## config.mk

```make
export PLATFORM = sky130hd
export DESIGN_NAME = pageWriteBuffer
export DESIGN_NICKNAME = d
export VERILOG_FILES = /design/src/rtl/pw_pkg.sv /design/src/rtl/pw_ctrl.sv /design/src/rtl/pw_datapath.sv /design/src/rtl/pageWriteBuffer.sv
export SDC_FILE = /design/constraint.sdc
export NUM_CORES = 1
export LEC_CHECK = 0
export BUFFER_PORTS_ARGS = -buffer_cell sky130_fd_sc_hd__buf_4
export CAP_MARGIN = 25
export CORE_UTILIZATION = 50
export DETAILED_ROUTE_END_ITERATION = 16
export PLACE_DENSITY_LB_ADDON = 0.25
export REMOVE_ABC_BUFFERS = 1
export SYNTH_ARGS = -nofsm -noshare
export SYNTH_HDL_FRONTEND = slang
export SYNTH_SLANG_ARGS = --single-unit
```

## constraint.sdc

```tcl
create_clock -name clk -period 2.6 [get_ports clk]
set_clock_uncertainty 0.1 [all_clocks]
set_input_delay 0.39 -clock clk [delete_from_list [all_inputs] [get_ports clk]]
set_output_delay 0.39 -clock clk [all_outputs]
set_load 0.05 [all_outputs]
```

## src/rtl/pw_pkg.sv

```systemverilog
package pw_pkg;
  // Strobes from control to datapath
  typedef struct packed {
    logic loadStart;
    logic loadByte;
    logic clearMask;
    logic scanActive;
  } pwStrobes_t;
endpackage

```

## src/rtl/pw_ctrl.sv

```systemverilog
module pw_ctrl
  import pw_pkg::*;
#(
  parameter int PAGE_BYTES   = 16,
  parameter int WRITE_CYCLES = 40,
  localparam int COL_W = $clog2(PAGE_BYTES),
  localparam int CNT_W = $clog2(WRITE_CYCLES + 1)
) (
  input  logic             clk,
  input  logic             rstN,
  input  logic             startValid,
  input  logic             byteValid,
  input  logic             commit,
  input  logic             protectAbort,
  input  logic             maskAny,
  output pwStrobes_t       strobes,
  output logic [COL_W-1:0] scanIdx,
  output logic             busy
);
  localparam logic [CNT_W-1:0] LAST_CNT  = CNT_W'(WRITE_CYCLES - 1);
  localparam logic [CNT_W-1:0] SCAN_SPAN = CNT_W'(PAGE_BYTES);

  logic [CNT_W-1:0] cnt;
  logic             goWrite;
  logic             lastCycle;

  assign lastCycle = busy && (cnt == LAST_CNT);
  assign goWrite   = !busy && commit && !protectAbort && !startValid && maskAny;

  always_ff @(posedge clk) begin
    if (!rstN) begin
      busy <= 1'b0;
      cnt  <= '0;
    end else if (busy) begin
      if (lastCycle) begin
        busy <= 1'b0;
        cnt  <= '0;
      end else begin
        cnt <= cnt + 1'b1;
      end
    end else if (goWrite) begin
      busy <= 1'b1;
      cnt  <= '0;
    end
  end

  always_comb begin
    strobes.loadStart  = !busy && startValid;
    strobes.loadByte   = !busy && byteValid && !startValid;
    strobes.clearMask  = (!busy && (startValid || protectAbort)) || lastCycle;
    strobes.scanActive = busy && (cnt < SCAN_SPAN);
  end

  assign scanIdx = cnt[COL_W-1:0];
endmodule

```

## src/rtl/pw_datapath.sv

```systemverilog
module pw_datapath
  import pw_pkg::*;
#(
  parameter int ADDR_W     = 11,
  parameter int PAGE_BYTES = 16,
  localparam int COL_W = $clog2(PAGE_BYTES),
  localparam int ROW_W = ADDR_W - COL_W
) (
  input  logic              clk,
  input  logic              rstN,
  input  pwStrobes_t        strobes,
  input  logic [COL_W-1:0]  scanIdx,
  input  logic [ADDR_W-1:0] startAddr,
  input  logic [7:0]        byteData,
  output logic              maskAny,
  output logic              memWe,
  output logic [ADDR_W-1:0] memAddr,
  output logic [7:0]        memData,
  output logic [ADDR_W-1:0] addrOut
);
  logic [ROW_W-1:0]      row;
  logic [COL_W-1:0]      col;
  logic [7:0]            laneData [PAGE_BYTES];
  logic [PAGE_BYTES-1:0] laneValid;

  always_ff @(posedge clk) begin
    if (!rstN) begin
      row <= '0;
      col <= '0;
    end else if (strobes.loadStart) begin
      row <= startAddr[ADDR_W-1:COL_W];
      col <= startAddr[COL_W-1:0];
    end else if (strobes.loadByte) begin
      col <= col + 1'b1;
    end
  end

  for (genvar g = 0; g < PAGE_BYTES; g++) begin : gLane
    logic hit;
    assign hit = strobes.loadByte && (col == COL_W'(g));
    always_ff @(posedge clk) begin
      if (!rstN) begin
        laneData[g]  <= '0;
        laneValid[g] <= 1'b0;
      end else begin
        if (hit) laneData[g] <= byteData;
        if (hit) laneValid[g] <= 1'b1;
        else if (strobes.clearMask) laneValid[g] <= 1'b0;
      end
    end
  end

  assign maskAny = |laneValid;
  assign memWe   = strobes.scanActive && laneValid[scanIdx];
  assign memAddr = {row, scanIdx};
  assign memData = laneData[scanIdx];
  assign addrOut = {row, col};
endmodule

```

## src/rtl/pageWriteBuffer.sv

```systemverilog
module pageWriteBuffer
  import pw_pkg::*;
#(
  parameter int ADDR_W       = 11,
  parameter int PAGE_BYTES   = 16,
  parameter int WRITE_CYCLES = 40,
  localparam int COL_W = $clog2(PAGE_BYTES)
) (
  input  logic              clk,
  input  logic              rstN,
  input  logic              startValid,
  input  logic [ADDR_W-1:0] startAddr,
  input  logic              byteValid,
  input  logic [7:0]        byteData,
  input  logic              commit,
  input  logic              protectAbort,
  output logic              busy,
  output logic              memWe,
  output logic [ADDR_W-1:0] memAddr,
  output logic [7:0]        memData,
  output logic [ADDR_W-1:0] addrOut
);
  pwStrobes_t       strobes;
  logic [COL_W-1:0] scanIdx;
  logic             maskAny;

  pw_ctrl #(.PAGE_BYTES(PAGE_BYTES), .WRITE_CYCLES(WRITE_CYCLES)) u_ctrl (
    .clk(clk), .rstN(rstN), .startValid(startValid), .byteValid(byteValid),
    .commit(commit), .protectAbort(protectAbort), .maskAny(maskAny),
    .strobes(strobes), .scanIdx(scanIdx), .busy(busy)
  );

  pw_datapath #(.ADDR_W(ADDR_W), .PAGE_BYTES(PAGE_BYTES)) u_dp (
    .clk(clk), .rstN(rstN), .strobes(strobes), .scanIdx(scanIdx),
    .startAddr(startAddr), .byteData(byteData), .maskAny(maskAny),
    .memWe(memWe), .memAddr(memAddr), .memData(memData), .addrOut(addrOut)
  );
endmodule

```

## Yosys cells after proc, flatten, opt, wreduce, memory -nomap -nowiden

Memory sizes are Yosys's and may differ from the RTL's. A register that Yosys moved wholly into a read port is not among the register bits.
Cells that the tools add are included.

| operators by class | value |
|---|---|
| div/mod/pow operators | 0 |
| eq/ne operators | 16 |
| order comparisons | 2 |
| reductions and logical operators | 52 |
| muxes and demuxes | 94 |
| bitwise operators | 16 |
| shift operators | 0 |
| multiply operators | 0 |
| add/subtract/negate cells | 2 |

Operator list:

| kind | count |
|---|---|
| $mux 8 | 16 |
| $mux 1 | 70 |
| $reduce_bool 2->1 | 18 |
| $eq 4x4->1 const B | 8 |
| $logic_and 1x1->1 | 27 |
| $mux 6 | 3 |
| $eq 4x3->1 const B | 4 |
| $mux 4 | 4 |
| $or 1x1->1 | 16 |
| $reduce_or 16->1 | 1 |
| $eq 4x2->1 const B | 2 |
| $add 6x1->6 const B | 1 |
| $eq 6x6->1 const B | 1 |
| $lt 6x5->1 const B | 1 |
| $lt 4x5->1 const B | 1 |
| $add 4x1->4 const B | 1 |
| $bmux 1 s4 | 1 |
| $eq 4x1->1 const B | 1 |
| $logic_not 4->1 | 1 |
| $logic_not 1->1 | 3 |
| $logic_or 1x1->1 | 2 |

| word-level totals | value |
|---|---|
| memories | 1 |
| register bits after elaboration | 34 |
| latch bits | 0 |
| logic and storage cells | 203 |
| bits in read-only memories | 0 |
| bits in writable memories | 128 |

Memory list:

| name | depth | width | read ports | clocked after memory_dff | wr ports | line | RTL |
|---|---|---|---|---|---|---|---|
| u_dp.laneData | 16 | 8 | 1 | 1 | 16 | pw_datapath.sv:23 | `logic [7:0] laneData [PAGE_BYTES];` |

## Longest topological paths before layout

Gate-level depths: netlist (run 1).

| depth | value |
|---|---|
| depth in word-level cells | 9 |
| depth in mapped cells | 6 |
| mapped depth without buffers | 6 |

## Hierarchy

Synthesis (run 1) repeated with hierarchy kept, for this count alone.

| unflattened totals | value |
|---|---|
| cell total of the unflattened synthesis | 553 |
| area, all modules | 7586.0 um^2 |

Modules (own cells, without submodules):

| module | sequential area each (um^2) | times used | cells an instance | area each (um^2) |
|---|---|---|---|---|
| pw_datapath | 4384.2 | 1 | 504 | 7139.3 |
| pw_ctrl | 140.1 | 1 | 49 | 446.7 |

## Least setup slack after synthesis (run 1)

Ideal clock, no wire load.

| path | value |
|---|---|
| path kind | reg-to-output |
| start | register u_ctrl.busy |
| end | output port memWe |
| arrival | 2.272 ns |
| slack | -0.162 ns |
| cell stages (with the launch flop) | 5 |
| cells stage by stage | dfxtp_1 > buf_2 > inv_1 > or4_1 > o22ai_1 |

| between the ends | value |
|---|---|
| longest elaborated chain between the ends | 2 |

RTL lines:

| what | line | RTL |
|---|---|---|
| from (decl) | pw_ctrl.sv:18 | `output logic busy` |
| from (signal assigned) | pw_ctrl.sv:32 | `busy <= 1'b0;` |
| from (signal assigned) | pw_ctrl.sv:36 | `busy <= 1'b0;` |
| from (signal assigned) | pw_ctrl.sv:42 | `busy <= 1'b1;` |
| $logic_and 1x1->1 | pw_ctrl.sv:51 | `strobes.scanActive = busy && (cnt < SCAN_SPAN);` |
| $logic_and 1x1->1 | pw_datapath.sv:54 | `assign memWe = strobes.scanActive && laneValid[scanIdx];` |
| to (decl) | pageWriteBuffer.sv:18 | `output logic memWe,` |

No other way between the ends.

==> flow_summary.json, run 1 <==
{
  "status": "completed",
  "hold_class": "input pin to register",
  "synthCells": 570,
  "antenna_left": 0,
  "ys_seq_area_share_pct": 60.63,
  "antenna_cells": 0,
  "ys_seq_elements": 166,
  "finalSetupViolations": 0,
  "cts_hold_buffers": 0,
  "gp_congestion": 0.8529,
  "synth_edf_count": 128,
  "clk_transition_reported_paths_ps": 60,
  "first_global_vias": 4741,
  "htreeDepth": 4,
  "drc": 0,
  "fmax_mhz": 387.6,
  "wl_per_cell_microns": 20.85,
  "die_area_sq_um": 15690,
  "syn-cell-area_sq_um": 7595,
  "die_h_microns": 125.2,
  "antenna_found_initial": 0,
  "top_layer_used": "met4",
  "p_total_mw": 5.853,
  "post-cts-setup-buffer-count": 0,
  "numCtsBuffers": 17,
  "ys_top_cells_by_count": "and2_1, edfxtp_1, dfxtp_1, mux4_2, nand2_1",
  "clockBufferDepth": 2,
  "viasPerCell": 5.752,
  "slew_viol_final": 0,
  "finalCriticalPeriod_ps": 2580,
  "finalNonFillerCells": 825,
  "synth.avg_cell_area_sq_um": 13.32,
  "ir_worst_vdd_uv": 490.9,
  "synth_top_cell_by_area": "edfxtp_1",
  "cts_sinks": 166,
  "p_leak_nw": 3.486,
  "tns_ps": 0,
  "period_share_pct": 99.24,
  "cts_tree": "yes",
  "required_ps": 2110,
  "syn2layout_area_growth_pct": 18.12,
  "io_buffers": 56,
  "rows": 44,
  "grt_setup_unrepaired": "true",
  "dr.pass1.iters": 7,
  "dr_wl_met2_mm": 8.291,
  "critPathKind": "register to output port",
  "num_io_pins": 57,
  "synth.area.top_cells": "edfxtp_1, and2_1, mux4_2",
  "die_x_microns": 125.2,
  "finalHoldViolations": 0,
  "grt_first_pass_wirelength_mm": 26.70,
  "grt_use_total_pct": 23.32,
  "start_util_pct": 51.67,
  "drive_gt1_share_pct": 27.77,
  "worstMarginPinSlew_ps": 846.5,
  "dp_hpwl_mm": 11.51,
  "core_sq_um": 14700,
  "ys_types": 40,
  "root_buffer": "clkbuf_16",
  "yosys_most_used_dff": "edfxtp_1",
  "vias": 4745,
  "maxCapViolCount": 0,
  "slew_headroom_pct": 43.36,
  "async_flop_share_pct": 0,
  "yosys_warnings": 0,
  "clkLatencyLatePin_ps": 430,
  "synth.most_common_cell": "and2_1",
  "worst_setup_path_start_kind": "register",
  "synth_top_area_share_pct": 50.61,
  "final_nets": 658,
  "drt_iter0_markers": 394,
  "grt_overflow": 0,
  "dp.cells": 790,
  "holdWs_ps": 121.6,
  "grt_max_degree": 47,
  "wirelength_mm": 17.20,
  "wl_met3_mm": 1.090,
  "wl_met1_mm": 7.354,
  "cp_max_fo": 8,
  "crit_arrival_ps": 2090,
  "power.density_nw_per_um2": 652.5,
  "crit_path_end_kind": "output port"
}
layout make-up:
cell class | count | area, sq um
clock buffers | 18 | 429.2
clock inverters | 14 | 133.9
fillers | 1118 | 5728
inverters | 6 | 22.52
multi-input cells | 351 | 2798
flip-flops and latches | 166 | 4611
well taps | 184 | 230.2
repair buffers | 86 | 747.0
critical path, cell delays in order, from the launching register on:
cell     delay [ps]
dfxtp_4         440
buf_12          170
mux4_2          510
a22oi_2         260
nand2_2         110
buf_6           170
metal layers:
metal,vias to the layer above,track usage (%)
li1,2197,-
met1,2327,30.96
met2,191,37.07
met3,30,5.392
met4,0,9.900
met5,-,0
kinds of logic (layout without fill, tap and decap cells):
group | count (synthesis) | in the layout | share of synthesized area [%]
compound gates | 82 | 82 | 7.002
xor+xnor | 1 | 1 | 0.1153
fa+ha+maj | 5 | 5 | 0.8237
buf+inv | 53 | 124 | 3.558
flops | 166 | 166 | 60.63
mux | 38 | 38 | 10.94
simple gates | 225 | 225 | 16.94
registers in the layout (all words and copies together), names as in the netlist, named ones only:
name / count
u_ctrl.cnt: 6
u_ctrl.busy: 1
u_dp.col: 4
u_dp.laneData: 128
u_dp.laneValid: 16
u_dp.row: 7
cells in the final DEF (no fill, tap or decap), types with 3 or more instances in the layout:
| cell | n |
|---|---|
| and2_1 | 132 |
| edfxtp_1 | 128 |
| buf_4 | 76 |
| mux4_2 | 36 |
| dfxtp_1 | 35 |
| nand2_1 | 28 |
| o21ai_0 | 26 |
| nor2_1 | 21 |
| clkbuf_16 | 18 |
| a21o_1 | 16 |
| a22oi_2 | 14 |
| nand3_1 | 11 |
| a21boi_0 | 7 |
| inv_1 | 6 |
| a21oi_1 | 6 |
| o22ai_1 | 5 |
| and3_1 | 5 |
| ha_1 | 5 |
| buf_6 | 5 |
| nand4_1 | 4 |
| nor4_1 | 4 |
| clkinvlp_4 | 4 |
| nor2b_1 | 3 |
| nand2_2 | 3 |
| nand3b_1 | 3 |
| clkinv_2 | 3 |
| clkinv_1 | 3 |
through the flow:
stage          instance area, sq um  worst slack, ps  utilization [%]
3_3_place_gp                   8227            344.3            55.97
5_1_grt                        8971           -53.60            61.03
6_report                       8971            19.74            61.03
4_1_cts                        8889            7.986            60.47
3_5_place_dp                   8227            332.7            55.97
2_1_floorplan                  7347           -473.3                -
what timing repair did:
item,CTS,global route
pin swaps,1,10
setup endpoints to repair,7,9
gates cloned,2,1
gates resized for setup,12,15
worst paths after layout:
path,start,to,slack [ps],cells past startpoint
max,register,memData[6],20,5
min,startAddr[7],u_dp.row[3]$_SDFFE_PN0P_,120,3
max reg2reg,u_dp.col[0]$_SDFFE_PN0P_,u_dp.laneData[11][6]$_SDFFCE_PN0P_,550,4
min reg2reg,u_dp.laneValid[10]$_SDFFE_PN0P_,u_dp.laneValid[10]$_SDFFE_PN0P_,390,1
where the power goes:
part / switching (mW) / leakage [nW] / internal (mW)
Clock: 1.00 / 0.265 / 1.40
Combinational: 0.289 / 1.58 / 0.170
Sequential: 0.0487 / 1.64 / 2.94
Total: 1.34 / 3.49 / 4.51
Note: power is estimated with default switching activity, not from simulation.
==> run 2: changes to the inputs <==
HOLD_SLACK_MARGIN = 0.06   (was default)
SETUP_SLACK_MARGIN = 0.2   (was default)
==> flow_summary.json, run 2 (synthesis results as in run 1) <==
{
  "grt_max_degree": 47,
  "crit_arrival_ps": 2090,
  "combPwrFrac_pct": 7.9,
  "htreeDepth": 4,
  "area.sequential_sq_um": 4617,
  "holdWs_ps": 120.8,
  "wl_per_cell_microns": 20.71,
  "largest_registers": "u_dp.laneData x128, u_dp.laneValid x16, u_dp.row x7",
  "p_sw_mw": 1.342,
  "drt_iter0_markers": 449,
  "placed_area_sq_um": 8227,
  "finalWorstSetupSlack_ps": 22.27,
  "grt_overflow": 0,
  "final_common_cell": "and2_1",
  "syn2layout_area_growth_pct": 18.81,
  "worstMarginPinSlew_ps": 803.5,
  "io_buffers": 56,
  "largest_register": "u_dp.laneData",
  "fillerInstances": 1111,
  "antenna_left": 0,
  "drive_gt1_share_pct": 28.42,
  "finalHoldViolations": 0,
  "drc": 0,
  "fin_util_pct": 61.39,
  "cts_tree": "yes",
  "ir_worst_vdd_uv": 492.2,
  "clk_transition_reported_paths_ps": 60,
  "largest_reg_flops": 128,
  "rows": 44,
  "antenna_found_initial": 0,
  "critPathKind": "register to output port",
  "share_seq_of_total_power_pct": 51.1,
  "clkPwrFrac_pct": 41.0,
  "cts_hold_buffers": 0,
  "finalCriticalPeriod_ps": 2578,
  "multi_input_area_sq_um": 2804,
  "tns_ps": 0,
  "dp.cells": 790,
  "cp_max_fo": 8,
  "crit_path_end_kind": "output port",
  "root_buffer": "clkbuf_16",
  "vias": 4758,
  "p_int_mw": 4.515,
  "first_global_vias": 4742,
  "status": "completed",
  "cts_sinks": 166,
  "fmax_mhz": 387.9,
  "dr.pass1.iters": 6,
  "final_cell_mix": "and2_1, edfxtp_1, buf_4",
  "worst_setup_path_start_kind": "register",
  "grt_use_total_pct": 23.42,
  "switching_share_pct": 22.91,
  "num_io_pins": 57,
  "finalSetupViolations": 0,
  "die_h_microns": 125.2,
  "start_util_pct": 51.67,
  "grt_setup_unrepaired": "true",
  "gp_congestion": 0.8529,
  "hold_class": "input pin to register",
  "clkLatencyLatePin_ps": 430,
  "finalNonFillerCells": 828,
  "maxCapViolCount": 0,
  "stdcell_area_sq_um": 9024,
  "numCtsBuffers": 17,
  "clockBufferDepth": 2,
  "required_ps": 2110,
  "power.density_nw_per_um2": 649.0,
  "antenna_cells": 0,
  "p_total_mw": 5.857,
  "dp_hpwl_mm": 11.51,
  "period_share_pct": 99.14,
  "viasPerCell": 5.746,
  "slew_headroom_pct": 46.24,
  "wirelength_mm": 17.15,
  "grt_first_pass_wirelength_mm": 26.79,
  "final_nets": 661,
  "die_x_microns": 125.2,
  "die_area_sq_um": 15690,
  "slew_viol_final": 0,
  "dp_slack_ps": 332.7,
  "p_leak_nw": 3.504,
  "core_sq_um": 14700
}
run 2: cell type report:
| class | count | share of cell area, % |
|---|---|---|
| Timing Repair Buffer | 89 | 8.680 |
| Clock buffer | 18 | 4.756 |
| Sequential cell | 166 | 51.16 |
| Clock inverter | 14 | 1.484 |
| Tap cell | 184 | 2.551 |
| Inverter | 6 | 0.2912 |
| Multi-Input combinational cell | 351 | 31.07 |
run 2: worst max-delay path, stage by stage (launching register included):
cell	delay (ps)
dfxtp_4	460
buf_12	170
mux4_2	510
a22oi_2	240
nand2_2	100
buf_6	170
run 2: power by group through the flow:
stage               clock network, mW  logic, mW  registers [mW]
finish                           2.40      0.462            2.99
global placement                    0      0.435            3.04
detailed placement                  0      0.442            3.05
floorplan                           0      0.185            3.10
CTS                              2.43      0.461            2.99
global route                     2.53      0.494            3.00
run 2: per-layer routing:
metal	vias to the layer above	wire length, microns	global-route usage, %	share of wire, %
met5	-	0	0	0
met4	0	461	9.900	2.7
met3	28	982	5.135	5.7
met2	187	8322	37.76	49
met1	2345	7383	30.84	43
li1	2198	-	-	-
run 2: path summary, 6_finish.rpt:
path	start	to	slack [ps]	cells after the start
setup / recovery	register	memData[6]	20	5
hold / removal	startAddr[7]	u_dp.row[3]$_SDFFE_PN0P_	120	3
setup reg to reg	u_ctrl.busy$_SDFF_PN0_	u_dp.laneData[14][4]$_SDFFCE_PN0P_	550	4
hold reg to reg	u_dp.laneValid[10]$_SDFFE_PN0P_	u_dp.laneValid[10]$_SDFFE_PN0P_	390	1
run 2: repair_timing:
item	4_1_cts	5_1_grt
setup endpoints to repair	9	9
pin swaps	9	5
gates resized for setup	28	8
buffers inserted	0	3
cloned	3	0
